--- config.mk ---
export PLATFORM = sky130hd
export DESIGN_NAME = dreg_fifo_pair
export DESIGN_NICKNAME = d
export VERILOG_FILES = /design/src/rtl/dreg_fifo_pkg.sv /design/src/rtl/ft_chain.sv /design/src/rtl/dreg_ctrl.sv /design/src/rtl/dreg_fifo_pair.sv
export SDC_FILE = /design/constraint.sdc
export NUM_CORES = 1
export LEC_CHECK = 0
export BUFFER_PORTS_ARGS = -buffer_cell sky130_fd_sc_hd__buf_2
export CAP_MARGIN = 25
export CELL_PAD_IN_SITES_DETAIL_PLACEMENT = 1
export CELL_PAD_IN_SITES_GLOBAL_PLACEMENT = 2
export CORE_MARGIN = 5
export CORE_UTILIZATION = 40
export CTS_CLUSTER_SIZE = 8
export DETAILED_ROUTE_END_ITERATION = 8
export PLACE_DENSITY = 0.78
export SLEW_MARGIN = 20
export SYNTH_ARGS = -nofsm -noshare
export SYNTH_HDL_FRONTEND = slang
export SYNTH_HIERARCHICAL = 1
export SYNTH_SLANG_ARGS = --single-unit
--- constraint.sdc ---
create_clock -name clk -period 6.5 [get_ports clk]
set_clock_uncertainty 0.2 [all_clocks]
set_input_delay 1.3 -clock clk [delete_from_list [all_inputs] [get_ports clk]]
set_output_delay 1.3 -clock clk [all_outputs]
set_load 0.02 [all_outputs]
--- src/rtl/dreg_fifo_pkg.sv ---
package dreg_fifo_pkg;
  localparam int unsigned BYTE_W     = 8;
  localparam int unsigned STAGES_DEF = 16;
  typedef logic [BYTE_W-1:0] byte_t;
endpackage

--- src/rtl/ft_chain.sv ---
// Fall-through queue: stage 0 is the bottom, stage DEPTH-1 the top.
module ft_chain #(
  parameter int unsigned W     = 8,
  parameter int unsigned DEPTH = 16
) (
  input  logic         clk,
  input  logic         rst_n,
  input  logic         clear,
  input  logic         push_valid,
  input  logic [W-1:0] push_data,
  output logic         push_ready,
  input  logic         pop,
  output logic         bot_valid,
  output logic [W-1:0] bot_data
);
  localparam int unsigned TOP = DEPTH - 1;

  logic [DEPTH-1:0]        vld_q;
  logic [DEPTH-1:0][W-1:0] dat_q;
  logic [DEPTH-1:0]        leave;
  logic [DEPTH-1:0]        fill;
  logic [DEPTH-1:0][W-1:0] src;

  // A stage empties when it pops (bottom) or slides into a free or emptying stage.
  always_comb begin
    leave[0] = pop && vld_q[0];
    for (int i = 1; i < DEPTH; i++) begin
      leave[i] = vld_q[i] && (!vld_q[i-1] || leave[i-1]);
    end
  end

  assign push_ready = !vld_q[TOP];

  generate
    for (genvar g = 0; g < DEPTH; g++) begin : g_stage
      if (g == TOP) begin : g_top
        assign fill[g] = push_valid && !vld_q[TOP];
        assign src[g]  = push_data;
      end else begin : g_mid
        assign fill[g] = leave[g+1];
        assign src[g]  = dat_q[g+1];
      end
    end
  endgenerate

  always_ff @(posedge clk or negedge rst_n) begin
    if (!rst_n) begin
      vld_q <= '0;
      dat_q <= '0;
    end else if (clear) begin
      vld_q <= '0;
    end else begin
      for (int i = 0; i < DEPTH; i++) begin
        if (fill[i]) begin
          vld_q[i] <= 1'b1;
          dat_q[i] <= src[i];
        end else if (leave[i]) begin
          vld_q[i] <= 1'b0;
        end
      end
    end
  end

  assign bot_valid = vld_q[0];
  assign bot_data  = dat_q[0];


  gap_fill_chk: assert property (@(posedge clk) disable iff (!rst_n)
    (!clear && !vld_q[0] && vld_q[1]) |=> vld_q[0]);


  bottom_hold_chk: assert property (@(posedge clk) disable iff (!rst_n)
    (!clear && vld_q[0] && !pop) |=> (vld_q[0] && $stable(dat_q[0])));


  clear_empty_chk: assert property (@(posedge clk) disable iff (!rst_n)
    clear |=> (vld_q == '0));


  full_keep_chk: assert property (@(posedge clk) disable iff (!rst_n)
    (!clear && vld_q[TOP] && vld_q[TOP-1] && !leave[TOP-1]) |=> vld_q[TOP]);
endmodule

--- src/rtl/dreg_ctrl.sv ---
module dreg_ctrl (
  input  logic clk,
  input  logic rst_n,
  input  logic en_wr,
  input  logic en_wdata,
  input  logic rx_offer,
  input  logic rx_top_free,
  output logic enabled,
  output logic flush,
  output logic overrun
);
  logic en_q;
  logic ovr_q;

  assign flush = en_wr && !en_wdata;

  always_ff @(posedge clk or negedge rst_n) begin
    if (!rst_n) begin
      en_q  <= 1'b0;
      ovr_q <= 1'b0;
    end else if (flush) begin
      en_q  <= 1'b0;
      ovr_q <= 1'b0;
    end else begin
      if (en_wr) en_q <= 1'b1;
      if (en_q && rx_offer && !rx_top_free) ovr_q <= 1'b1;
    end
  end

  assign enabled = en_q;
  assign overrun = ovr_q;


  overrun_sticky_chk: assert property (@(posedge clk) disable iff (!rst_n)
    (ovr_q && !flush) |=> ovr_q);


  disabled_no_ovr_chk: assert property (@(posedge clk) disable iff (!rst_n)
    (!en_q && !ovr_q) |=> !ovr_q);
endmodule

--- src/rtl/dreg_fifo_pair.sv ---
module dreg_fifo_pair
  import dreg_fifo_pkg::*;
#(
  parameter int unsigned TX_DEPTH = STAGES_DEF,
  parameter int unsigned RX_DEPTH = STAGES_DEF
) (
  input  logic        clk,
  input  logic        rst_n,
  input  logic        en_wr,
  input  logic        en_wdata,
  output logic        enabled,
  input  logic        bus_wr_en,
  input  logic [7:0]  bus_wr_data,
  output logic        tx_full,
  input  logic        bus_rd_en,
  output logic [7:0]  bus_rd_data,
  output logic        rx_empty,
  output logic        rx_overrun,
  output logic        tx_out_valid,
  input  logic        tx_out_ready,
  output logic [7:0]  tx_out_data,
  input  logic        rx_in_valid,
  output logic        rx_in_ready,
  input  logic [7:0]  rx_in_data
);
  logic  flush;
  logic  tx_push_rdy, tx_bot_vld;
  byte_t tx_bot_dat;
  logic  rx_push_rdy, rx_bot_vld;
  byte_t rx_bot_dat;

  dreg_ctrl u_ctrl (
    .clk        (clk),
    .rst_n      (rst_n),
    .en_wr      (en_wr),
    .en_wdata   (en_wdata),
    .rx_offer   (rx_in_valid),
    .rx_top_free(rx_push_rdy),
    .enabled    (enabled),
    .flush      (flush),
    .overrun    (rx_overrun)
  );

  ft_chain #(.W(BYTE_W), .DEPTH(TX_DEPTH)) u_tx (
    .clk       (clk),
    .rst_n     (rst_n),
    .clear     (flush),
    .push_valid(bus_wr_en && !flush),
    .push_data (bus_wr_data),
    .push_ready(tx_push_rdy),
    .pop       (tx_out_valid && tx_out_ready),
    .bot_valid (tx_bot_vld),
    .bot_data  (tx_bot_dat)
  );

  ft_chain #(.W(BYTE_W), .DEPTH(RX_DEPTH)) u_rx (
    .clk       (clk),
    .rst_n     (rst_n),
    .clear     (flush),
    .push_valid(rx_in_valid && enabled && !flush),
    .push_data (rx_in_data),
    .push_ready(rx_push_rdy),
    .pop       (bus_rd_en),
    .bot_valid (rx_bot_vld),
    .bot_data  (rx_bot_dat)
  );

  assign tx_full      = !tx_push_rdy;
  assign tx_out_valid = enabled && tx_bot_vld;
  assign tx_out_data  = tx_bot_dat;
  assign rx_in_ready  = enabled && rx_push_rdy;
  assign rx_empty     = !rx_bot_vld;
  assign bus_rd_data  = rx_bot_vld ? rx_bot_dat : '0;


  disabled_quiet_chk: assert property (@(posedge clk) disable iff (!rst_n)
    (!enabled && !en_wr) |=> !tx_out_valid);


  empty_read_keep_chk: assert property (@(posedge clk) disable iff (!rst_n)
    (rx_empty && bus_rd_en && !flush) |=> (bus_rd_data == '0 || !rx_empty));
endmodule

# [After elaboration in Yosys (flattened, before gate mapping)]
# Cells that the tools add are included.
[totals] word_cells=310 in_bits=24 regBits=290 out_inout_bits=22
[op_classes] n_bitwise=1 n_reduce_logical=172 mux=71
[ops] op="3-bit nonzero test" count=32
[ops] op="1-bit 2-to-1 mux" count=68
[ops] op="2-bit AND reduction" count=32
[ops] op="1-bit logical AND" count=42
[ops] op="1-bit zero test" count=34
[ops] op="16-bit 2-to-1 mux" count=2
[ops] op="1-bit logical OR" count=30
[ops] op="8-bit 2-to-1 mux" count=1
[ops] op="2-bit nonzero test" count=2
[ops] op="1-bit NOT" count=1

# [Longest topological paths before layout]
[depth] word_depth=36 ltp_mapped=7 depth_no_buf=5

# [Hierarchy]
# Netlist, hierarchy kept.
[modules_own_cells] module="ft_chain" n_inst=2 seq_area_each_um2=3603.5 cells_each=361 area_per_inst_um2=5694.2
[modules_own_cells] module="dreg_ctrl" n_inst=1 seq_area_each_um2=50.0 cells_each=7 area_per_inst_um2=95.1
[modules_own_cells] module="dreg_fifo_pair" n_inst=1 seq_area_each_um2=0.0 cells_each=15 area_per_inst_um2=91.3

# [Worst setup path after synthesis]
# Ideal clock, no wire load.
[synth_path] path_type="input -> register" from="in tx_out_ready" to="reg u_tx/dat_q[32] (netlist name)" n_path_buf=1 stages=6 required_time_ps=6175 slack_ps=3478 arrival_time_ps=2698 setup_time_ps=125 cell_sequence="and3_1 > nor2b_4 > and3_1 > buf_2 > a311oi_4 > mux2_2"
[synth_between] elab_chain_cells=13
[synth_rtl] item="start: declaration" line_no="dreg_fifo_pair.sv:20" text="input logic tx_out_ready,"
[synth_rtl] item="1-bit logical AND" line_no="dreg_fifo_pair.sv:51" text=".pop (tx_out_valid && tx_out_ready),"
[synth_rtl] item="1-bit logical AND" line_no="ft_chain.sv:26" text="leave[0] = pop && vld_q[0];"
[synth_rtl] item="1-bit logical OR" line_no="ft_chain.sv:28" text="leave[i] = vld_q[i] && (!vld_q[i-1] || leave[i-1]);"
[synth_rtl] item="1-bit logical AND" line_no="ft_chain.sv:28"
[synth_rtl] item="1-bit logical OR" line_no="ft_chain.sv:28"
[synth_rtl] item="1-bit logical AND" line_no="ft_chain.sv:28"
[synth_rtl] item="1-bit logical OR" line_no="ft_chain.sv:28"
[synth_rtl] item="1-bit logical AND" line_no="ft_chain.sv:28"
[synth_rtl] item="1-bit logical OR" line_no="ft_chain.sv:28"
[synth_rtl] item="1-bit logical AND" line_no="ft_chain.sv:28"
[synth_rtl] item="1-bit logical OR" line_no="ft_chain.sv:28"
[synth_rtl] item="1-bit logical AND" line_no="ft_chain.sv:28"
[synth_rtl] item="2-bit AND reduction (no source line)"
[synth_rtl] item="end signal: indexed assignment" line_no="ft_chain.sv:56" text="dat_q[i] <= src[i];"
[synth_rtl] item="end: declaration" line_no="ft_chain.sv:19" text="logic [DEPTH-1:0][W-1:0] dat_q;"
# Every way passes these cells.
# A chain may end at the register's enable or synchronous reset.

# [Final worst setup path]
[layout_path] from="in tx_out_ready" to="reg u_tx/dat_q[95] (netlist name)"
[layout_between] elab_chain_cells=27
[layout_rtl] item="1-bit logical AND" line_no="dreg_fifo_pair.sv:51"
[layout_rtl] item="1-bit logical AND" line_no="ft_chain.sv:26"
[layout_rtl] item="1-bit logical OR" line_no="ft_chain.sv:28"
[layout_rtl] item="1-bit logical AND" line_no="ft_chain.sv:28"
[layout_rtl] item="1-bit logical OR" line_no="ft_chain.sv:28"
[layout_rtl] item="1-bit logical AND" line_no="ft_chain.sv:28"
[layout_rtl] item="1-bit logical OR" line_no="ft_chain.sv:28"
[layout_rtl] item="1-bit logical AND" line_no="ft_chain.sv:28"
[layout_rtl] item="[... 11 more ...]"
[layout_rtl] item="1-bit logical AND" line_no="ft_chain.sv:28"
[layout_rtl] item="1-bit logical OR" line_no="ft_chain.sv:28"
[layout_rtl] item="1-bit logical AND" line_no="ft_chain.sv:28"
[layout_rtl] item="1-bit logical OR" line_no="ft_chain.sv:28"
[layout_rtl] item="1-bit logical AND" line_no="ft_chain.sv:28"
[layout_rtl] item="1-bit logical OR" line_no="ft_chain.sv:28"
[layout_rtl] item="1-bit logical AND" line_no="ft_chain.sv:28"
[layout_rtl] item="2-bit AND reduction (no source line)"
# Every way passes these cells.

==> impl_metrics.env <==
export IMPL_status="completed"
export IMPL_power_share_combinational_pct=8.0
export IMPL_power_frac_seq_pct=49.5
export IMPL_io_pins=46
export IMPL_p_per_cell_area_mw_per_mm2=339
export IMPL_timing_hold_worst_endpoint="u_rx/dat_q[119]"
export IMPL_netlist_instances=744
export IMPL_final_wirelength_mm=19.4
export IMPL_power_ir_vdd_worst_uv=245
export IMPL_finalSetupTns_ns=0
export IMPL_grt_antenna_before_repair=0
export IMPL_crit_path_max_fanout=12
export IMPL_clockPowerShare_pct=42.5
export IMPL_dp_hpwl_mm=12.5
export IMPL_timing_critical_path_arrival_ns=3.20
export IMPL_setup_worst_path_start_class="input port"
export IMPL_crit_type="input port to flop"
export IMPL_number_of_max_capacitance_violations_reported=0
export IMPL_fraction_of_the_yosys_area_taken_by_sequential_cells_pct=62.7
export IMPL_fin_ws_ns=3.49
export IMPL_design_internal_power_mw=3.49
export IMPL_worst_skew_pair_late_latency_ns=0.51
export IMPL_dp_cells=1136
export IMPL_layout_area_overhead_vs_synth_pct=14.1
export IMPL_numCtsBuffers=42
export IMPL_final_common_cell="dfrtp_1"
export IMPL_slowest_stage_delay_on_critical_path_ns=0.67
export IMPL_share_of_total_power_consumed_by_net_switching_pct=22.0
export IMPL_cts_tree="done"
export IMPL_drc=0
export IMPL_numPortBuffers=45
export IMPL_drt_wirelength_per_cell_um=16.4
export IMPL_post_syn_area_mm2=0.0116
export IMPL_cts_root_buffer="clkbuf_16"
export IMPL_grt_util_all_layers_pct=12.3
export IMPL_rsz0062_at_grt="false"
export IMPL_coreArea_mm2=0.0286
export IMPL_synth_area_per_cell_um2=15.6
export IMPL_floorplan_die_height_um=180
export IMPL_critical_path_top_delay_family="compound AO/OA/AOI/OAI gates"
export IMPL_floorplan_initialDensity_pct=40.4
export IMPL_via_count=5870
export IMPL_finalNetCount=821
export IMPL_clock_sinks=290
export IMPL_post_cts_repair_setup_buffers=0
export IMPL_stdcell_count=1184
export IMPL_timing_hold_violations_final=0
export IMPL_r2r_end="u_tx/dat_q[95]"
export IMPL_synthesis_yosys_warnings=6
export IMPL_count_of_cells_along_the_worst_register_to_register_path=6
export IMPL_share_of_final_layout_standard_cells_stronger_than_drive_strength_1_pct=48.7
export IMPL_synthDistinctLibCells=43
export IMPL_worst_slew_margin_relative_to_its_limit_pct=47.9
export IMPL_area_enclosed_by_the_die_boundary_mm2=0.0324
export IMPL_gp_congestion=0.663
export IMPL_clkSlewWorstSetupHoldPaths_ns=0.05
export IMPL_leakage_nw=6.35
export IMPL_reg2reg_from="u_ctrl/enabled"
export IMPL_net_switching_power_mw=0.983
export IMPL_total_gr_overflow=0
export IMPL_setup_viol=0
export IMPL_cp_data_required_time_ns=6.68
export IMPL_layout_cells_most_common_list="290 x dfrtp_1, 254 x mux2_2, 45 x clkbuf_16"
export IMPL_detailed_route_iter0_violations=259
export IMPL_placement_setup_worst_slack_ns=2.98
export IMPL_drv_slew=0
export IMPL_cts_repair_resize_count=0
export IMPL_route_detailed_vias_per_inst=4.96
export IMPL_worst_setup_path_end_kind="flop"
export IMPL_crit_buf_inv=2
export IMPL_cts_path_max_buffers=3
export IMPL_synth_seq_cells=290
export IMPL_final_period_minus_worst_setup_slack_ns=3.01
export IMPL_placement_rows=62
export IMPL_worstHoldPathType="flop to flop"
export IMPL_regToRegSetupSlack_ns=3.66
export IMPL_detail_route_first_pass_iterations=4
export IMPL_fraction_of_the_cycle_the_final_worst_path_needs_pct=46.4
export IMPL_first_pass_grt_wire_length_mm=34.2
export IMPL_cell_breakdown_of_the_critical_path="buf_2 > and3_1 > nand3b_1 > nor3_2 > buf_4 > a311oi_2 > mux2_2"
export IMPL_holdPathStages=1
export IMPL_fp_dieW_um=180
export IMPL_grt_start_max_net_pins=150
export IMPL_worst_path_max_delay_cell="a311oi_2"
export IMPL_max_slew_worst_pin_slew_ns=0.782
export IMPL_holdCritStartpoint="u_rx/dat_q[127]"
export IMPL_number_of_h_tree_levels=2
export IMPL_ctsHoldBuffers=0
export IMPL_vias_in_the_first_global_route=6778
export IMPL_timing_fmax_mhz=332
export IMPL_count_of_nets_left_with_antenna_violations_after_detail_routing=0
export IMPL_synth_nets=768
## cell families (layout without fill, tap and decap cells)
kind of cell	Yosys count	after routing	share of synthesized area (%)
flip-flops	290	290	62.7
multiplexers	257	257	25.1
AND/OR/NAND/NOR	93	93	5.12
buffers and inverters	59	114	3.12
AO/OA/AOI/OAI	45	45	3.96
other	0	1	0
## stage by stage
step           util, %  hold slack, ns  cell area [um2]  power (mW)
5_1_grt           46.1           0.307            13200        4.70
6_report          46.1           0.295            13200        4.48
4_1_cts           46.0           0.301            13200        4.56
3_5_place_dp      42.1           0.290            12000        2.61
3_3_place_gp      42.1           0.283            12000        2.56
2_1_floorplan        -           0.272            11600        2.46
## cell usage after synthesis, drive strengths merged
library cell,instances,area share [%]
and3,5,0.27
a21oi,23,1.1
nand3b,5,0.32
and3b,1,0.076
a211o,2,0.15
clkbuf,6,0.54
a311oi,4,0.71
nor3b,4,0.43
mux2,257,25
a311o,2,0.17
and4,2,0.15
buf,36,2.0
or3b,6,0.45
nor2,28,0.95
a41oi,4,0.63
nand2b,4,0.22
o21bai,2,0.13
nand3,6,0.26
nand2,8,0.26
dfrtp,290,63
a31oi,4,0.48
nand4,4,0.32
nor2b,4,0.41
and2,10,0.54
or2b,4,0.28
inv,17,0.55
nor3,2,0.17
a211oi,4,0.56
## layer usage
layer  vias up  part of all wire (%)  GRT usage (%)
met5         -                     0              0
met4         0                   2.3           3.87
met3        39                   4.1           3.23
met2        85                    50           20.4
met1      3030                    44           16.0
li1       2716                     -              -
## layout make-up
| class | count | area (um2) |
|---|---|---|
| antenna | 1 | 2.50 |
| clock buffer | 45 | 1130 |
| clock inverter | 1 | 8.76 |
| fill | 2777 | 15400 |
| inverter | 17 | 63.8 |
| multi-input combinational | 395 | 3960 |
| sequential | 290 | 7260 |
| tap | 384 | 480 |
| timing repair buffer | 51 | 313 |
## worst max-delay path by stage
| stage | start | endpoint | slack, ns | depth (start not counted) |
|---|---|---|---|---|
| finish | tx_out_ready | u_tx/dat_q[95] | 3.49 | 7 |
| global route | tx_out_ready | u_tx/dat_q[95] | 3.42 | 7 |
| CTS | tx_out_ready | u_tx/dat_q[95] | 3.50 | 7 |
| detailed placement | tx_out_ready | u_tx/dat_q[89] | 2.98 | 7 |
| global placement | tx_out_ready | u_tx/dat_q[92] | 3.06 | 7 |
| floorplan | tx_out_ready | u_tx/dat_q[32] | 3.48 | 6 |
## worst reg2reg max path: cells and delay by family (launching register included)
| kind | cells | cell delay (ns) |
|---|---|---|
| buf+inv | 1 | 0.20 |
| compound gates | 1 | 0.67 |
| mux | 1 | 0.42 |
| flops | 1 | 0.60 |
| simple gates | 3 | 0.62 |
## state kept, by name, indices dropped and copies added, names as in the netlist
signal / count
u_ctrl/enabled: 1
u_ctrl/overrun: 1
u_rx/bot_data: 8
u_rx/dat_q: 120
u_rx/vld_q: 16
u_tx/bot_data: 8
u_tx/dat_q: 120
u_tx/vld_q: 16
## power groups by stage
stage | clock [mW] | combinational (mW) | sequential [mW]
floorplan | 0 | 0.280 | 2.18
global placement | 0 | 0.334 | 2.22
detailed placement | 0 | 0.364 | 2.25
CTS | 1.97 | 0.369 | 2.22
global route | 2.05 | 0.401 | 2.25
finish | 1.90 | 0.360 | 2.21
Power figures use the tool's default switching activity.
